File: src/rtl/maint_pkg.sv
package maint_pkg;
  localparam int CRM_W      = 4;
  localparam int OP2_W      = 3;
  localparam int RB_IDX_W   = 2;
  localparam int RB_TYPE_W  = 3;
  localparam int STRB_N     = 11;

  typedef enum logic [1:0] {
    TGT_CACHE = 2'd0,
    TGT_TLB   = 2'd1,
    TGT_RBUF  = 2'd2,
    TGT_RSVD  = 2'd3
  } tgt_e;

  typedef struct packed {
    logic                 ic_inv_all;
    logic                 dc_inv_all;
    logic                 dc_inv_line;
    logic                 dc_clean_line;
    logic                 wb_drain;
    logic                 itlb_inv_all;
    logic                 dtlb_inv_all;
    logic                 dtlb_inv_entry;
    logic                 rb_inv_all;
    logic                 rb_inv_entry;
    logic                 rb_load;
    logic [RB_IDX_W-1:0]  rb_idx;
    logic [RB_TYPE_W-1:0] rb_type;
  } maint_cmd_t;

  localparam maint_cmd_t CMD_NONE = '0;
endpackage

File: src/rtl/maint_cache_dec.sv
module maint_cache_dec
  import maint_pkg::*;
(
  input  logic [CRM_W-1:0] crm_i,
  input  logic [OP2_W-1:0] op2_i,
  output maint_cmd_t       cmd_o,
  output logic             known_o
);
  always_comb begin
    cmd_o   = CMD_NONE;
    known_o = 1'b1;
    case ({op2_i, crm_i})
      {3'd0, 4'd7}: begin
        cmd_o.ic_inv_all = 1'b1;
        cmd_o.dc_inv_all = 1'b1;
      end
      {3'd0, 4'd5}:  cmd_o.ic_inv_all    = 1'b1;
      {3'd0, 4'd6}:  cmd_o.dc_inv_all    = 1'b1;
      {3'd1, 4'd6}:  cmd_o.dc_inv_line   = 1'b1;
      {3'd1, 4'd10}: cmd_o.dc_clean_line = 1'b1;
      {3'd4, 4'd10}: cmd_o.wb_drain      = 1'b1;
      default:       known_o = 1'b0;
    endcase
  end
endmodule

File: src/rtl/maint_tlb_dec.sv
module maint_tlb_dec
  import maint_pkg::*;
(
  input  logic [CRM_W-1:0] crm_i,
  input  logic [OP2_W-1:0] op2_i,
  output maint_cmd_t       cmd_o,
  output logic             known_o
);
  always_comb begin
    cmd_o   = CMD_NONE;
    known_o = 1'b1;
    case ({op2_i, crm_i})
      {3'd0, 4'd7}: begin
        cmd_o.itlb_inv_all = 1'b1;
        cmd_o.dtlb_inv_all = 1'b1;
      end
      {3'd0, 4'd5}: cmd_o.itlb_inv_all   = 1'b1;
      {3'd0, 4'd6}: cmd_o.dtlb_inv_all   = 1'b1;
      {3'd1, 4'd6}: cmd_o.dtlb_inv_entry = 1'b1;
      default:      known_o = 1'b0;
    endcase
  end
endmodule

File: src/rtl/maint_rbuf_dec.sv
module maint_rbuf_dec
  import maint_pkg::*;
(
  input  logic [CRM_W-1:0] crm_i,
  input  logic [OP2_W-1:0] op2_i,
  output maint_cmd_t       cmd_o,
  output logic             known_o
);
  localparam logic [1:0] TYPE_OVF = 2'b11;  // type field that would give type 4

  logic [RB_IDX_W-1:0] idx_f;
  logic [1:0]          type_f;

  assign idx_f  = crm_i[RB_IDX_W-1:0];
  assign type_f = crm_i[3:2];

  always_comb begin
    cmd_o   = CMD_NONE;
    known_o = 1'b1;
    if (op2_i == 3'd0 && crm_i == '0) begin
      cmd_o.rb_inv_all = 1'b1;
    end else if (op2_i == 3'd1 && type_f == 2'b00) begin
      cmd_o.rb_inv_entry = 1'b1;
      cmd_o.rb_idx       = idx_f;
    end else if (op2_i == 3'd2 && type_f != TYPE_OVF) begin
      cmd_o.rb_load = 1'b1;
      cmd_o.rb_idx  = idx_f;
      cmd_o.rb_type = {1'b0, type_f} + 3'd1;
    end else begin
      known_o = 1'b0;
    end
  end
endmodule

File: src/rtl/maint_decoder.sv
module maint_decoder
  import maint_pkg::*;
#(
  parameter int ADDR_W = 32
) (
  input  logic                 clk_i,
  input  logic                 rst_ni,
  input  logic                 valid_i,
  input  logic [1:0]           target_i,
  input  logic [CRM_W-1:0]     crm_i,
  input  logic [OP2_W-1:0]     op2_i,
  input  logic [ADDR_W-1:0]    operand_i,
  output logic                 ic_inv_all_o,
  output logic                 dc_inv_all_o,
  output logic                 dc_inv_line_o,
  output logic                 dc_clean_line_o,
  output logic                 wb_drain_o,
  output logic                 itlb_inv_all_o,
  output logic                 dtlb_inv_all_o,
  output logic                 dtlb_inv_entry_o,
  output logic                 rb_inv_all_o,
  output logic                 rb_inv_entry_o,
  output logic                 rb_load_o,
  output logic [RB_IDX_W-1:0]  rb_idx_o,
  output logic [RB_TYPE_W-1:0] rb_type_o,
  output logic                 err_o,
  output logic [ADDR_W-1:0]    addr_o
);
  maint_cmd_t cache_cmd, tlb_cmd, rbuf_cmd, sel_cmd, cmd_q;
  logic       cache_ok, tlb_ok, rbuf_ok, sel_ok;
  logic       err_q;
  logic [ADDR_W-1:0] addr_q;

  maint_cache_dec u_cache (.crm_i(crm_i), .op2_i(op2_i), .cmd_o(cache_cmd), .known_o(cache_ok));
  maint_tlb_dec   u_tlb   (.crm_i(crm_i), .op2_i(op2_i), .cmd_o(tlb_cmd),   .known_o(tlb_ok));
  maint_rbuf_dec  u_rbuf  (.crm_i(crm_i), .op2_i(op2_i), .cmd_o(rbuf_cmd),  .known_o(rbuf_ok));

  always_comb begin
    sel_cmd = CMD_NONE;
    sel_ok  = 1'b0;
    case (target_i)
      TGT_CACHE: begin sel_cmd = cache_cmd; sel_ok = cache_ok; end
      TGT_TLB:   begin sel_cmd = tlb_cmd;   sel_ok = tlb_ok;   end
      TGT_RBUF:  begin sel_cmd = rbuf_cmd;  sel_ok = rbuf_ok;  end
      default:   begin sel_cmd = CMD_NONE;  sel_ok = 1'b0;     end
    endcase
  end

  always_ff @(posedge clk_i or negedge rst_ni) begin
    if (!rst_ni) begin
      cmd_q  <= CMD_NONE;
      err_q  <= 1'b0;
      addr_q <= '0;
    end else begin
      cmd_q <= valid_i ? sel_cmd : CMD_NONE;
      err_q <= valid_i && !sel_ok;
      if (valid_i) addr_q <= operand_i;
    end
  end

  assign ic_inv_all_o     = cmd_q.ic_inv_all;
  assign dc_inv_all_o     = cmd_q.dc_inv_all;
  assign dc_inv_line_o    = cmd_q.dc_inv_line;
  assign dc_clean_line_o  = cmd_q.dc_clean_line;
  assign wb_drain_o       = cmd_q.wb_drain;
  assign itlb_inv_all_o   = cmd_q.itlb_inv_all;
  assign dtlb_inv_all_o   = cmd_q.dtlb_inv_all;
  assign dtlb_inv_entry_o = cmd_q.dtlb_inv_entry;
  assign rb_inv_all_o     = cmd_q.rb_inv_all;
  assign rb_inv_entry_o   = cmd_q.rb_inv_entry;
  assign rb_load_o        = cmd_q.rb_load;
  assign rb_idx_o         = cmd_q.rb_idx;
  assign rb_type_o        = cmd_q.rb_type;
  assign err_o            = err_q;
  assign addr_o           = addr_q;

  logic [STRB_N-1:0] strb;
  assign strb = {ic_inv_all_o, dc_inv_all_o, dc_inv_line_o, dc_clean_line_o, wb_drain_o,
                 itlb_inv_all_o, dtlb_inv_all_o, dtlb_inv_entry_o,
                 rb_inv_all_o, rb_inv_entry_o, rb_load_o};


  err_excl_chk: assert property (@(posedge clk_i) disable iff (!rst_ni)
    err_o |-> (strb == '0));


  pulse_src_chk: assert property (@(posedge clk_i) disable iff (!rst_ni)
    ((strb != '0) || err_o) |-> $past(valid_i));


  valid_resp_chk: assert property (@(posedge clk_i) disable iff (!rst_ni)
    valid_i |=> ((strb != '0) || err_o));


  rb_type_chk: assert property (@(posedge clk_i) disable iff (!rst_ni)
    rb_load_o |-> (rb_type_o != '0 && rb_type_o <= 3'd3));


  wb_alone_chk: assert property (@(posedge clk_i) disable iff (!rst_ni)
    wb_drain_o |-> ($countones(strb) == 1));


  addr_cap_chk: assert property (@(posedge clk_i) disable iff (!rst_ni)
    valid_i |=> (addr_o == $past(operand_i)));


  addr_hold_chk: assert property (@(posedge clk_i) disable iff (!rst_ni)
    !valid_i |=> $stable(addr_o));
endmodule

File: config.mk
export PLATFORM = sky130hd
export DESIGN_NAME = maint_decoder
export DESIGN_NICKNAME = d
export VERILOG_FILES = /design/src/rtl/maint_pkg.sv /design/src/rtl/maint_cache_dec.sv /design/src/rtl/maint_tlb_dec.sv /design/src/rtl/maint_rbuf_dec.sv /design/src/rtl/maint_decoder.sv
export SDC_FILE = /design/constraint.sdc
export NUM_CORES = 1
export LEC_CHECK = 0
export BUFFER_PORTS_ARGS = -buffer_cell sky130_fd_sc_hd__buf_4
export CORE_MARGIN = 2
export CORE_UTILIZATION = 40
export DETAILED_ROUTE_END_ITERATION = 10
export GPL_ROUTABILITY_DRIVEN = 0
export GPL_TIMING_DRIVEN = 0
export PLACE_DENSITY = 0.73
export SYNTH_ARGS = -nofsm -noshare
export SYNTH_HDL_FRONTEND = slang
export SYNTH_HIERARCHICAL = 1
export SYNTH_SLANG_ARGS = --single-unit
File: constraint.sdc
create_clock -name clk_i -period 0.95 [get_ports clk_i]
set_input_delay 0.1425 -clock clk_i [delete_from_list [all_inputs] [get_ports clk_i]]
set_output_delay 0.1425 -clock clk_i [all_outputs]
set_load 0.01 [all_outputs]
==> run_results.csv, run 1 <==
group,metric,value,unit
synth,synth_area_leader_cell,"dfrtp_1",
timing,fin_worst_skew,0,ps
die,start_util,40.6,%
critical_path,critPathCaptureType,"flip-flop",
critical_path,cp-endpoint,"err_o$_DFF_PN0_",
critical_path,regToRegStartpoint,"addr_o[21]$_DFFE_PN0P_",
cts,clk_pin_slew,80,ps
finish,fin_area,4190,um^2
run,cap_violations,0,
critical_path,cp.required,1110,ps
power,ir_worst_vdd,615,uV
critical_path,crit_start,"crm_i[2]",
cts,cts_max_level,2,
timing,fmax,0.797,GHz
critical_path,r2r-end,"addr_o[21]$_DFFE_PN0P_",
route,met3_length,402,um
route,drc,0,
route,wl_met1,2460,um
critical_path,rrSetupSlack,40,ps
route,vias_per_cell,4.47,
global_route,grt_use_total,15.4,%
global_route,gr-total-overflow,0,
finish,area_delta_synth_final,54.3,%
finish,seqCellArea,1230,um^2
synth,syn_area,2710,um^2
synth,postSynthCellCount,230,
route,dr.pass1.iters,4,
global_route,grt_max_degree,50,
finish,n_fill_cell,531,
timing,fin_crit_sh,132,%
critical_path,crit_fanout,2,
critical_path,ff2ff_path_depth,2,
run_status,status,"finished with violations",
synth,synth_top_area_share,45.2,%
synth,synth_area_leaders,"dfrtp_1, mux2_2, buf_4, mux2i_1, and2_1",
die,fp.dieArea,7460,um^2
timing,drv_slew,0,
cts,cts_buffers,5,
cts,cts-root-buf,"clkbuf_8",
route,drt_iter0_drc,58,
die,coreArea,6680,um^2
timing,whs,85.2,ps
cts,cts.sinks,49,
place,dp_slack,-709,ps
cts,cts_buffer_depth,2,
worst_hold_path,hold_class,"in -> reg",
finish,final_util,62.7,%
run_status,violations,"setup timing",
route,finalWirelength,5820,um
route,antenna_left,0,
route,vias,2022,
power,powerDensity,1240,nW/um^2
finish,drive_gt1_share,55.9,%
timing,hold_viol,0,
route,wl_met2,2930,um
synth,ys_warn_count,6,
synth,ys_seq_elements,49,
cts,worst_skew_pair.late_latency,280,ps
critical_path,arrival,1420,ps
place,dp_hpwl,4340,um
global_route,grt_pass1_vias,2002,
global_route,antenna_found_initial,0,
die,die_w,86.4,um
critical_path,start_kind,"input pin",
synth,postSynthAreaPerCell,11.8,um^2
die,die_h,86.4,um
timing,fin_crit,1250,ps
place,port_buffers,90,
timing,rsz0062_at_grt,"yes",
route,top_layer,"met4",
timing,finalSetupViolCount,23,
die,num_rows,30,
critical_path,crit_type,"in -> reg",
synth,seq_area_frac_synth,45.2,%
power,p_leak,2.04,nW
die,ioPinCount,93,
finish,nNetsFinal,417,
finish,diodes,0,
cts,cts_tree,"done",
finish,multiInputGateArea,1360,um^2
power,p_total,5.18,mW
route,routedWlPerCell,12.9,um
timing,setup_slack,-305,ps
synth,synth.distinct_cells,34,
global_route,grt_pass1_wl,9360,um
place,dpl-instance-area,3690,um^2
-- Yosys cell counts --
| master | count |
|---|---|
| dfrtp_1 | 49 |
| buf_4 | 34 |
| mux2_2 | 32 |
| and2_1 | 22 |
| nand3b_1 | 18 |
| mux2i_1 | 17 |
| o21ai_1 | 10 |
| buf_2 | 6 |
| o21ai_0 | 6 |
| conb_1 | 3 |
| buf_6 | 2 |
| clkbuf_4 | 2 |
| ha_1 | 2 |
| inv_1 | 2 |
| nand4bb_1 | 2 |
| nor2_1 | 2 |
| nor3b_1 | 2 |
| nor3b_2 | 2 |
| or2_1 | 2 |
| a211oi_2 | 1 |
| a22o_1 | 1 |
| buf_12 | 1 |
| nand2_1 | 1 |
| nand2b_1 | 1 |
| nor3_1 | 1 |
| nor3_2 | 1 |
| nor4_2 | 1 |
| nor4b_1 | 1 |
| nor4b_2 | 1 |
| nor4bb_1 | 1 |
| o211a_1 | 1 |
| o211ai_1 | 1 |
| or4b_1 | 1 |
| or4b_4 | 1 |
-- worst min-delay path by stage --
stage	start	end	slack (ps)	cells past startpoint
floorplan	rst_ni	addr_o[0]$_DFFE_PN0P_	-150	0
global placement	rst_ni	addr_o[4]$_DFFE_PN0P_	180	1
detailed placement	rst_ni	addr_o[4]$_DFFE_PN0P_	190	1
CTS	operand_i[12]	addr_o[12]$_DFFE_PN0P_	80	2
global route	operand_i[27]	addr_o[27]$_DFFE_PN0P_	70	2
finish	operand_i[1]	addr_o[1]$_DFFE_PN0P_	90	2
-- kinds of logic after synthesis --
family	share of synthesized area, %
and+or+nand+nor	16.6
muxes	19.6
DFF	45.2
buffers and inverters	12.9
AOI/OAI and AO/OA	4.38
other	0.415
adders and majority gates	0.922
-- report_power, final --
| group | total [mW] | internal, mW | switching (mW) |
|---|---|---|---|
| Combinational | 1.35 | 0.844 | 0.509 |
| Sequential | 2.37 | 2.26 | 0.113 |
| Clock | 1.46 | 0.858 | 0.604 |
| Total | 5.18 | 3.96 | 1.23 |
-- cells in the final DEF (no fill, tap or decap), types with 2 or more instances in the layout --
master,n
and2_1,21
clkbuf_8,6
nand4bb_1,2
o21ai_0,2
buf_2,6
nor3b_2,3
o21ai_1,14
dfrtp_1,49
mux2_2,32
buf_12,4
buf_4,84
conb_1,33
mux2i_1,16
or2_1,2
clkbuf_4,2
ha_4,2
or4b_4,2
nand3b_1,18
buf_6,52
-- per-layer routing --
metal  global-route usage (%)  up-vias
li1                         -     1017
met1                     20.0      933
met2                     26.9       70
met3                     2.57        2
met4                     3.41        0
met5                        0        -
-- layout make-up --
type	count	area share (%)
Multi-Input combinational cell	164	32.5
Clock inverter	1	0.717
Sequential cell	49	29.3
Timing Repair Buffer	104	24.1
Inverter	2	0.777
Tap cell	80	2.39
Clock buffer	7	2.06
Buffer	45	8.19
-- sequential cells by signal (all words and copies together) (netlist names) --
signal            count
rb_inv_all_o          1
rb_idx_o              2
dc_inv_all_o          1
itlb_inv_all_o        1
ic_inv_all_o          1
rb_type_o             3
dtlb_inv_entry_o      1
wb_drain_o            1
rb_inv_entry_o        1
err_o                 1
dc_inv_line_o         1
rb_load_o             1
dtlb_inv_all_o        1
addr_o               32
dc_clean_line_o       1
-- repair_timing --
action | in CTS | in global routing
setup endpoints to repair | 47 | 85
hold buffers | 1 | 0
endpoints found under the hold margin | 49 | 0
setup buffers | 11 | 2
pin swaps | 12 | 17
gates resized for setup | 47 | 24
-- worst max-delay path, cell delays in order --
cell and delay, ps:
buf_12 110, inv_12 40, ha_4 110, or4b_4 470, nor3_4 140, or2_1 120
mux2i_1 60, o211a_1 220
-- through the flow --
stage	setup TNS, ps	instances
final	-2670	452
after global routing	-4800	452
after CTS	-3130	450
after detailed placement	-6930	430
after global placement	-6600	430
after floorplan	-1960	260
Note: power is estimated with default switching activity, not from simulation.
==> run 2: changes to the inputs <==
--- a/config.mk
+++ b/config.mk
@@ -7,11 +7,12 @@
 export LEC_CHECK = 0
 export BUFFER_PORTS_ARGS = -buffer_cell sky130_fd_sc_hd__buf_4
 export CORE_MARGIN = 2
-export CORE_UTILIZATION = 40
+export CORE_UTILIZATION = 35
 export DETAILED_ROUTE_END_ITERATION = 10
 export GPL_ROUTABILITY_DRIVEN = 0
 export GPL_TIMING_DRIVEN = 0
-export PLACE_DENSITY = 0.73
+export PLACE_DENSITY = 0.66
+export REMOVE_ABC_BUFFERS = 1
 export SYNTH_ARGS = -nofsm -noshare
 export SYNTH_HDL_FRONTEND = slang
 export SYNTH_HIERARCHICAL = 1
==> constraint.sdc (replaced) <==
create_clock -name clk_i -period 1.2 [get_ports clk_i]
set_input_delay 0.18 -clock clk_i [delete_from_list [all_inputs] [get_ports clk_i]]
set_output_delay 0.18 -clock clk_i [all_outputs]
set_load 0.01 [all_outputs]
==> run 2 against run 1 <==
Net effect:
- clock-buffer cell count fell by 1
- the run still ends with setup timing left
- sequential power fell by 22%
- highest routed layer unchanged
- largest cell class unchanged
- clock skew unchanged
- cell count shrank 6.4%
- first-iteration DRC count is 59% lower
- die area increased by 14%
- power down 32%
- global-route usage down 3.7 points
- routed wire length fell by 19%
- largest power group unchanged
- setup slack gained 220 ps
- non-clock buffer count fell by 51
==> run_results.csv, run 2 (synthesis results as in run 1) <==
group,metric,value,unit
power,netSwitchingPower,903,uW
timing,fin_crit_sh,107,%
die,start_util,35.7,%
critical_path,r2r-end,"addr_o[9]$_DFFE_PN0P_",
critical_path,start_kind,"input pin",
cts,cts-root-buf,"clkbuf_8",
cts,worst_skew_pair.late_latency,280,ps
die,die_w,92.0,um
finish,nNetsFinal,366,
power,switching_share,25.5,%
run_status,violations,"setup timing",
die,coreArea,7610,um^2
place,dp_hpwl,3320,um
global_route,grt_pass1_vias,1745,
critical_path,crit_type,"in -> reg",
finish,drive_gt1_share,46.7,%
route,antenna_left,0,
critical_path,ff2ff_path_depth,1,
timing,drv_slew,0,
cts,cts_tree,"done",
route,drc,0,
power,clock_power_share,25.6,%
global_route,gr-total-overflow,0,
worst_hold_path,hold_depth,2,
critical_path,cp.required,1380,ps
critical_path,regToRegStartpoint,"addr_o[9]$_DFFE_PN0P_",
timing,slew_headroom,58.5,%
timing,finalSetupViolCount,2,
finish,multiInputGateArea,1300,um^2
power,powerDensity,1010,nW/um^2
finish,area_delta_synth_final,29.6,%
cts,cts.sinks,49,
power,comb_power_share,22.5,%
critical_path,rrSetupSlack,440,ps
die,die_h,92.0,um
global_route,grt_use_total,11.7,%
finish,seqCellArea,1230,um^2
worst_hold_path,hold_start,"operand_i[29]",
critical_path,critPathCaptureType,"flip-flop",
route,dr.pass1.iters,4,
timing,tightest_slew,623,ps
die,num_rows,32,
cts,cts_buffers,5,
global_route,grt_pass1_wl,8050,um
timing,fin_setup_tns,-138,ps
power,ir_worst_vdd,391,uV
run_status,status,"finished with violations",
route,routedWlPerCell,11.2,um
die,fp.dieArea,8470,um^2
finish,largest_reg_flops,32,
timing,fin_worst_skew,0,ps
worst_hold_path,hold_class,"in -> reg",
place,port_buffers,92,
timing,fmax,0.780,GHz
global_route,grt_max_degree,50,
route,finalWirelength,4740,um
finish,layout_common_cells,"buf_4, dfrtp_1, conb_1, mux2_2, and2_1",
power,p_int,2.64,mW
route,drt_iter0_drc,24,
route,vias,1809,
critical_path,arrival,1460,ps
die,ioPinCount,93,
run,cap_violations,0,
worst_hold_path,holdPathEnd,"addr_o[29]$_DFFE_PN0P_",
finish,final_common_cell,"buf_4",
timing,fin_crit,1280,ps
timing,rsz0062_at_grt,"yes",
finish,diodes,0,
global_route,antenna_found_initial,0,
timing,hold_viol,0,
critical_path,crit_fanout,4,
finish,final_util,46.2,%
finish,n_fill_cell,715,
cts,clk_pin_slew,80,ps
power,pwr-share-seq,52.0,%
timing,setup_slack,-81.5,ps
power,p_leak,1.67,nW
cts,cts_max_level,2,
cts,cts_buffer_depth,2,
route,vias_per_cell,4.28,
-- run 2: how the worst max path moves through the flow --
| stage | slack, ps | start | end | cells past startpoint |
|---|---|---|---|---|
| after floorplan | -200 | crm_i[2] | err_o$_DFF_PN0_ | 7 |
| after CTS | -110 | crm_i[3] | err_o$_DFF_PN0_ | 8 |
| after detailed placement | -490 | crm_i[2] | err_o$_DFF_PN0_ | 8 |
| after global placement | -490 | crm_i[2] | err_o$_DFF_PN0_ | 8 |
| final | -80 | crm_i[3] | err_o$_DFF_PN0_ | 8 |
| after global routing | -140 | crm_i[3] | err_o$_DFF_PN0_ | 8 |
-- run 2: repair_timing --
action,CTS,global route
endpoints found under the setup margin,5,8
setup buffers,3,2
endpoints found under the hold margin,49,0
pin swaps,4,5
hold buffers,1,0
resized for setup,12,9
-- run 2: through the flow --
stage          hold WS [ps]  setup slack [ps]  power (mW)  cell area (um^2)  std cells
2_1_floorplan          -116              -201        2.18              2480        215
5_1_grt                99.3              -140        3.78              3520        423
3_3_place_gp            231              -487        2.63              3300        409
6_report                120             -81.5        3.55              3520        423
3_5_place_dp            246              -491        2.65              3300        409
4_1_cts                 102              -109        3.61              3460        421
-- run 2: power groups by stage --
stage	sequential [mW]	combinational [mW]	clock [mW]
final	1.84	0.797	0.906
after detailed placement	1.88	0.770	0
after CTS	1.85	0.793	0.971
after floorplan	1.95	0.238	0
after global placement	1.87	0.759	0
after global routing	1.86	0.876	1.05
-- run 2: final cells by class --
type / count / share of cell area [%]
clock inverters: 2 / 0.285
multi-input cells: 164 / 37.0
inverters: 2 / 0.356
well taps: 102 / 3.63
repair buffers: 98 / 21.7
flip-flops and latches: 49 / 34.9
clock buffers: 6 / 2.06
-- run 2: critical path, stage by stage --
cell and delay (ps):
buf_8 100, inv_4 50, ha_4 110, or4b_4 460, nor3_4 130, or2_1 130
mux2i_1 60, o211a_1 230
-- run 2: metal layers --
layer  track usage (%)  routed length (um)  vias up
met4              2.99                  14        0
li1                  -                   -      911
met3              3.37                 337        2
met1              15.2                2180      829
met5                 0                   0        -
met2              19.1                2210       67
==> run 3: changes to the inputs <==
--- a/config.mk
+++ b/config.mk
@@ -11,9 +11,8 @@
 export DETAILED_ROUTE_END_ITERATION = 10
 export GPL_ROUTABILITY_DRIVEN = 0
 export GPL_TIMING_DRIVEN = 0
-export PLACE_DENSITY = 0.66
+export PLACE_DENSITY = 0.71
 export REMOVE_ABC_BUFFERS = 1
 export SYNTH_ARGS = -nofsm -noshare
 export SYNTH_HDL_FRONTEND = slang
-export SYNTH_HIERARCHICAL = 1
 export SYNTH_SLANG_ARGS = --single-unit
==> run 3 against run 2 <==
Net effect:
- critical endpoint unchanged
- synthesized area decreased by 30%
- sequential power is essentially flat
- sequential share of layout area rose by 9.2 points
- routed wire length decreased by 17%
- the flow now finishes without violations
- largest cell class is now sequential cells
- clock-buffer cell count unchanged
- first-iteration DRC count increased by 58%
==> run_results.csv, run 3 <==
group,metric,value,unit
timing,drv_slew,0,
route,finalWirelength,3930,um
critical_path,timing.critical_path.buf_inv,2,
worst_hold_path,holdPathEnd,"rb_type_o[0]$_DFF_PN0_",
cts,cts-root-buf,"clkbuf_8",
critical_path,crit_chain,"buf_4, inv_1, ha_1, nand4bb_1, or3_1, a31oi_1, a211oi_1",
run,cap_violations,0,
timing,tightest_slew,596,ps
synth,synth.distinct_cells,27,
route,drt_iter0_drc,38,
cts,cts_buffers,5,
cts,cts_tree,"done",
timing,fin_crit_sh,91.7,%
worst_hold_path,hold_start,"crm_i[2]",
critical_path,rrSetupSlack,400,ps
worst_hold_path,hold_class,"in -> reg",
finish,seqCellArea,1230,um^2
finish,n_fill_cell,459,
cts,cts.sinks,49,
power,p_leak,1.35,nW
critical_path,regToRegStartpoint,"addr_o[3]$_DFFE_PN0P_",
synth,postSynthCellCount,132,
critical_path,worst_path_max_delay_cell,"or3_1",
synth,synth_top_area_share,64.3,%
timing,fin_crit,1100,ps
timing,setup_slack,99.2,ps
cts,cts_max_level,2,
place,dp_slack,-219,ps
power,powerDensity,1280,nW/um^2
die,num_rows,26,
critical_path,crit_fanout,4,
power,ir_worst_vdd,507,uV
critical_path,crit_type,"in -> reg",
finish,multiInputGateArea,627,um^2
synth,synth.most_common_cell,"dfrtp_1",
critical_path,critical_path.top_delay_family,"simple AND/OR/NAND/NOR gates",
critical_path,cp.required,1370,ps
global_route,grt_pass1_vias,1360,
run_status,status,"finished clean",
critical_path,start_kind,"input pin",
route,routedWlPerCell,13.2,um
synth,ys_warn_count,0,
finish,largest_reg_flops,32,
synth,ys_seq_elements,49,
synth,seq_area_frac_synth,64.3,%
finish,diodes,0,
synth,syn_area,1910,um^2
route,dr.pass1.iters,4,
synth,synthTopCellsByCount,"dfrtp_1, mux2_1, nor2_1",
cts,worst_skew_pair.late_latency,290,ps
critical_path,worst-path-stages,7,
global_route,grt_use_total,13.8,%
synth,synth_area_leader_cell,"dfrtp_1",
cts,cts_buffer_depth,2,
critical_path,ff2ff_path_depth,1,
die,die_h,77.8,um
timing,hold_viol,0,
finish,layout_common_cells,"buf_4, dfrtp_1, mux2_1, nor2_1, clkbuf_8",
die,coreArea,5170,um^2
route,antenna_left,0,
global_route,gr-total-overflow,0,
finish,drive_gt1_share,46.5,%
cts,clk_pin_slew,90,ps
critical_path,r2r-end,"addr_o[3]$_DFFE_PN0P_",
timing,finalSetupViolCount,0,
cts,cts_setup_buffers,0,
die,die_w,77.8,um
synth,synth_area_leaders,"dfrtp_1, mux2_1, ha_1, mux2_2, nor2_1",
route,vias_per_cell,4.56,
timing,slew_headroom,60.3,%
global_route,antenna_found_initial,0,
timing,fmax,0.908,GHz
die,ioPinCount,93,
critical_path,slowest_delay,370,ps
finish,area_delta_synth_final,46.1,%
worst_hold_path,hold_depth,2,
global_route,grt_pass1_wl,6550,um
route,drc,0,
synth,synthFlopType,"dfrtp_1",
synth,synth_edf_count,0,
die,start_util,36.8,%
die,fp.dieArea,6050,um^2
power,p_total,3.57,mW
finish,final_common_cell,"buf_4",
place,port_buffers,92,
critical_path,critPathCaptureType,"flip-flop",
finish,nNetsFinal,275,
route,vias,1359,
timing,rsz0062_at_grt,"no",
global_route,grt_max_degree,50,
place,dp_hpwl,2940,um
synth,async_flop_share,100,%
synth,postSynthAreaPerCell,14.4,um^2
timing,fin_worst_skew,0,ps
critical_path,arrival,1280,ps
==> run 3: cell count changes after synthesis, moves of 3 or more <==
cell      change
and2_1       -19
buf_2         -3
buf_4        -33
mux2_1       +29
mux2_2       -29
mux2i_1      -17
nand2_1       +3
nand3b_1     -16
nor2_1        +6
nor3_1        +3
o21ai_0       -6
o21ai_1       -9
==> run 3: area by class of cell <==
cell class / instances / share of cell area, %
Multi-Input combinational cell: 73 / 22.5
Clock buffer: 6 / 2.97
Inverter: 5 / 0.674
Tap cell: 70 / 3.15
Clock inverter: 2 / 1.35
Sequential cell: 49 / 44.0
Timing Repair Buffer: 93 / 25.3
==> run 3: where the power goes <==
part	total [mW]	internal (mW)	switching [mW]
Clock	1.20	0.678	0.523
Combinational	0.553	0.315	0.238
Sequential	1.81	1.76	0.0510
Total	3.57	2.75	0.812
==> run 3: layer usage <==
| layer | wire length, um | GRT usage, % |
|---|---|---|
| met1 | 1630 | 17.2 |
| met2 | 1820 | 22.0 |
| met3 | 428 | 5.47 |
| met4 | 51 | 4.29 |
| met5 | 0 | 0 |
==> run 3: cell families (layout without fill, tap and decap cells) <==
kind of cell | count (synthesis) | in the layout | synth area share [%]
flops | 49 | 49 | 64.3
simple gates | 30 | 30 | 9.06
compound gates | 5 | 5 | 1.64
other cells | 1 | 1 | 0.197
xor+xnor | 1 | 1 | 0.460
fa+ha+maj | 4 | 4 | 2.63
mux | 32 | 32 | 18.9
buf+inv | 10 | 106 | 2.76
==> run 3: worst max path at each step <==
stage                     startpoint         endpoint  slack, ps
after floorplan             crm_i[2]  err_o$_DFF_PN0_          8
after global placement      crm_i[2]  err_o$_DFF_PN0_       -200
after detailed placement    crm_i[2]  err_o$_DFF_PN0_       -220
after CTS                   crm_i[2]  err_o$_DFF_PN0_        100
after global routing        crm_i[3]  err_o$_DFF_PN0_          3
final                       crm_i[2]  err_o$_DFF_PN0_        100
==> run 3: stage by stage <==
stage | utilization [%] | cells | area (um^2) | setup TNS, ps | hold slack (ps)
floorplan | - | 127 | 1870 | 0 | -116
global placement | 51.2 | 289 | 2650 | -1120 | 236
detailed placement | 51.2 | 289 | 2650 | -1180 | 238
CTS | 53.7 | 298 | 2780 | 0 | 65.1
global route | 53.8 | 298 | 2780 | 0 | 60.0
finish | 53.8 | 298 | 2780 | 0 | 80.4
==> run 3: what timing repair did <==
item                       in CTS  in global routing
hold endpoints to repair       49                  0
setup endpoints to repair       0                  1
hold buffers                    1                  0
resized for setup               0                  1
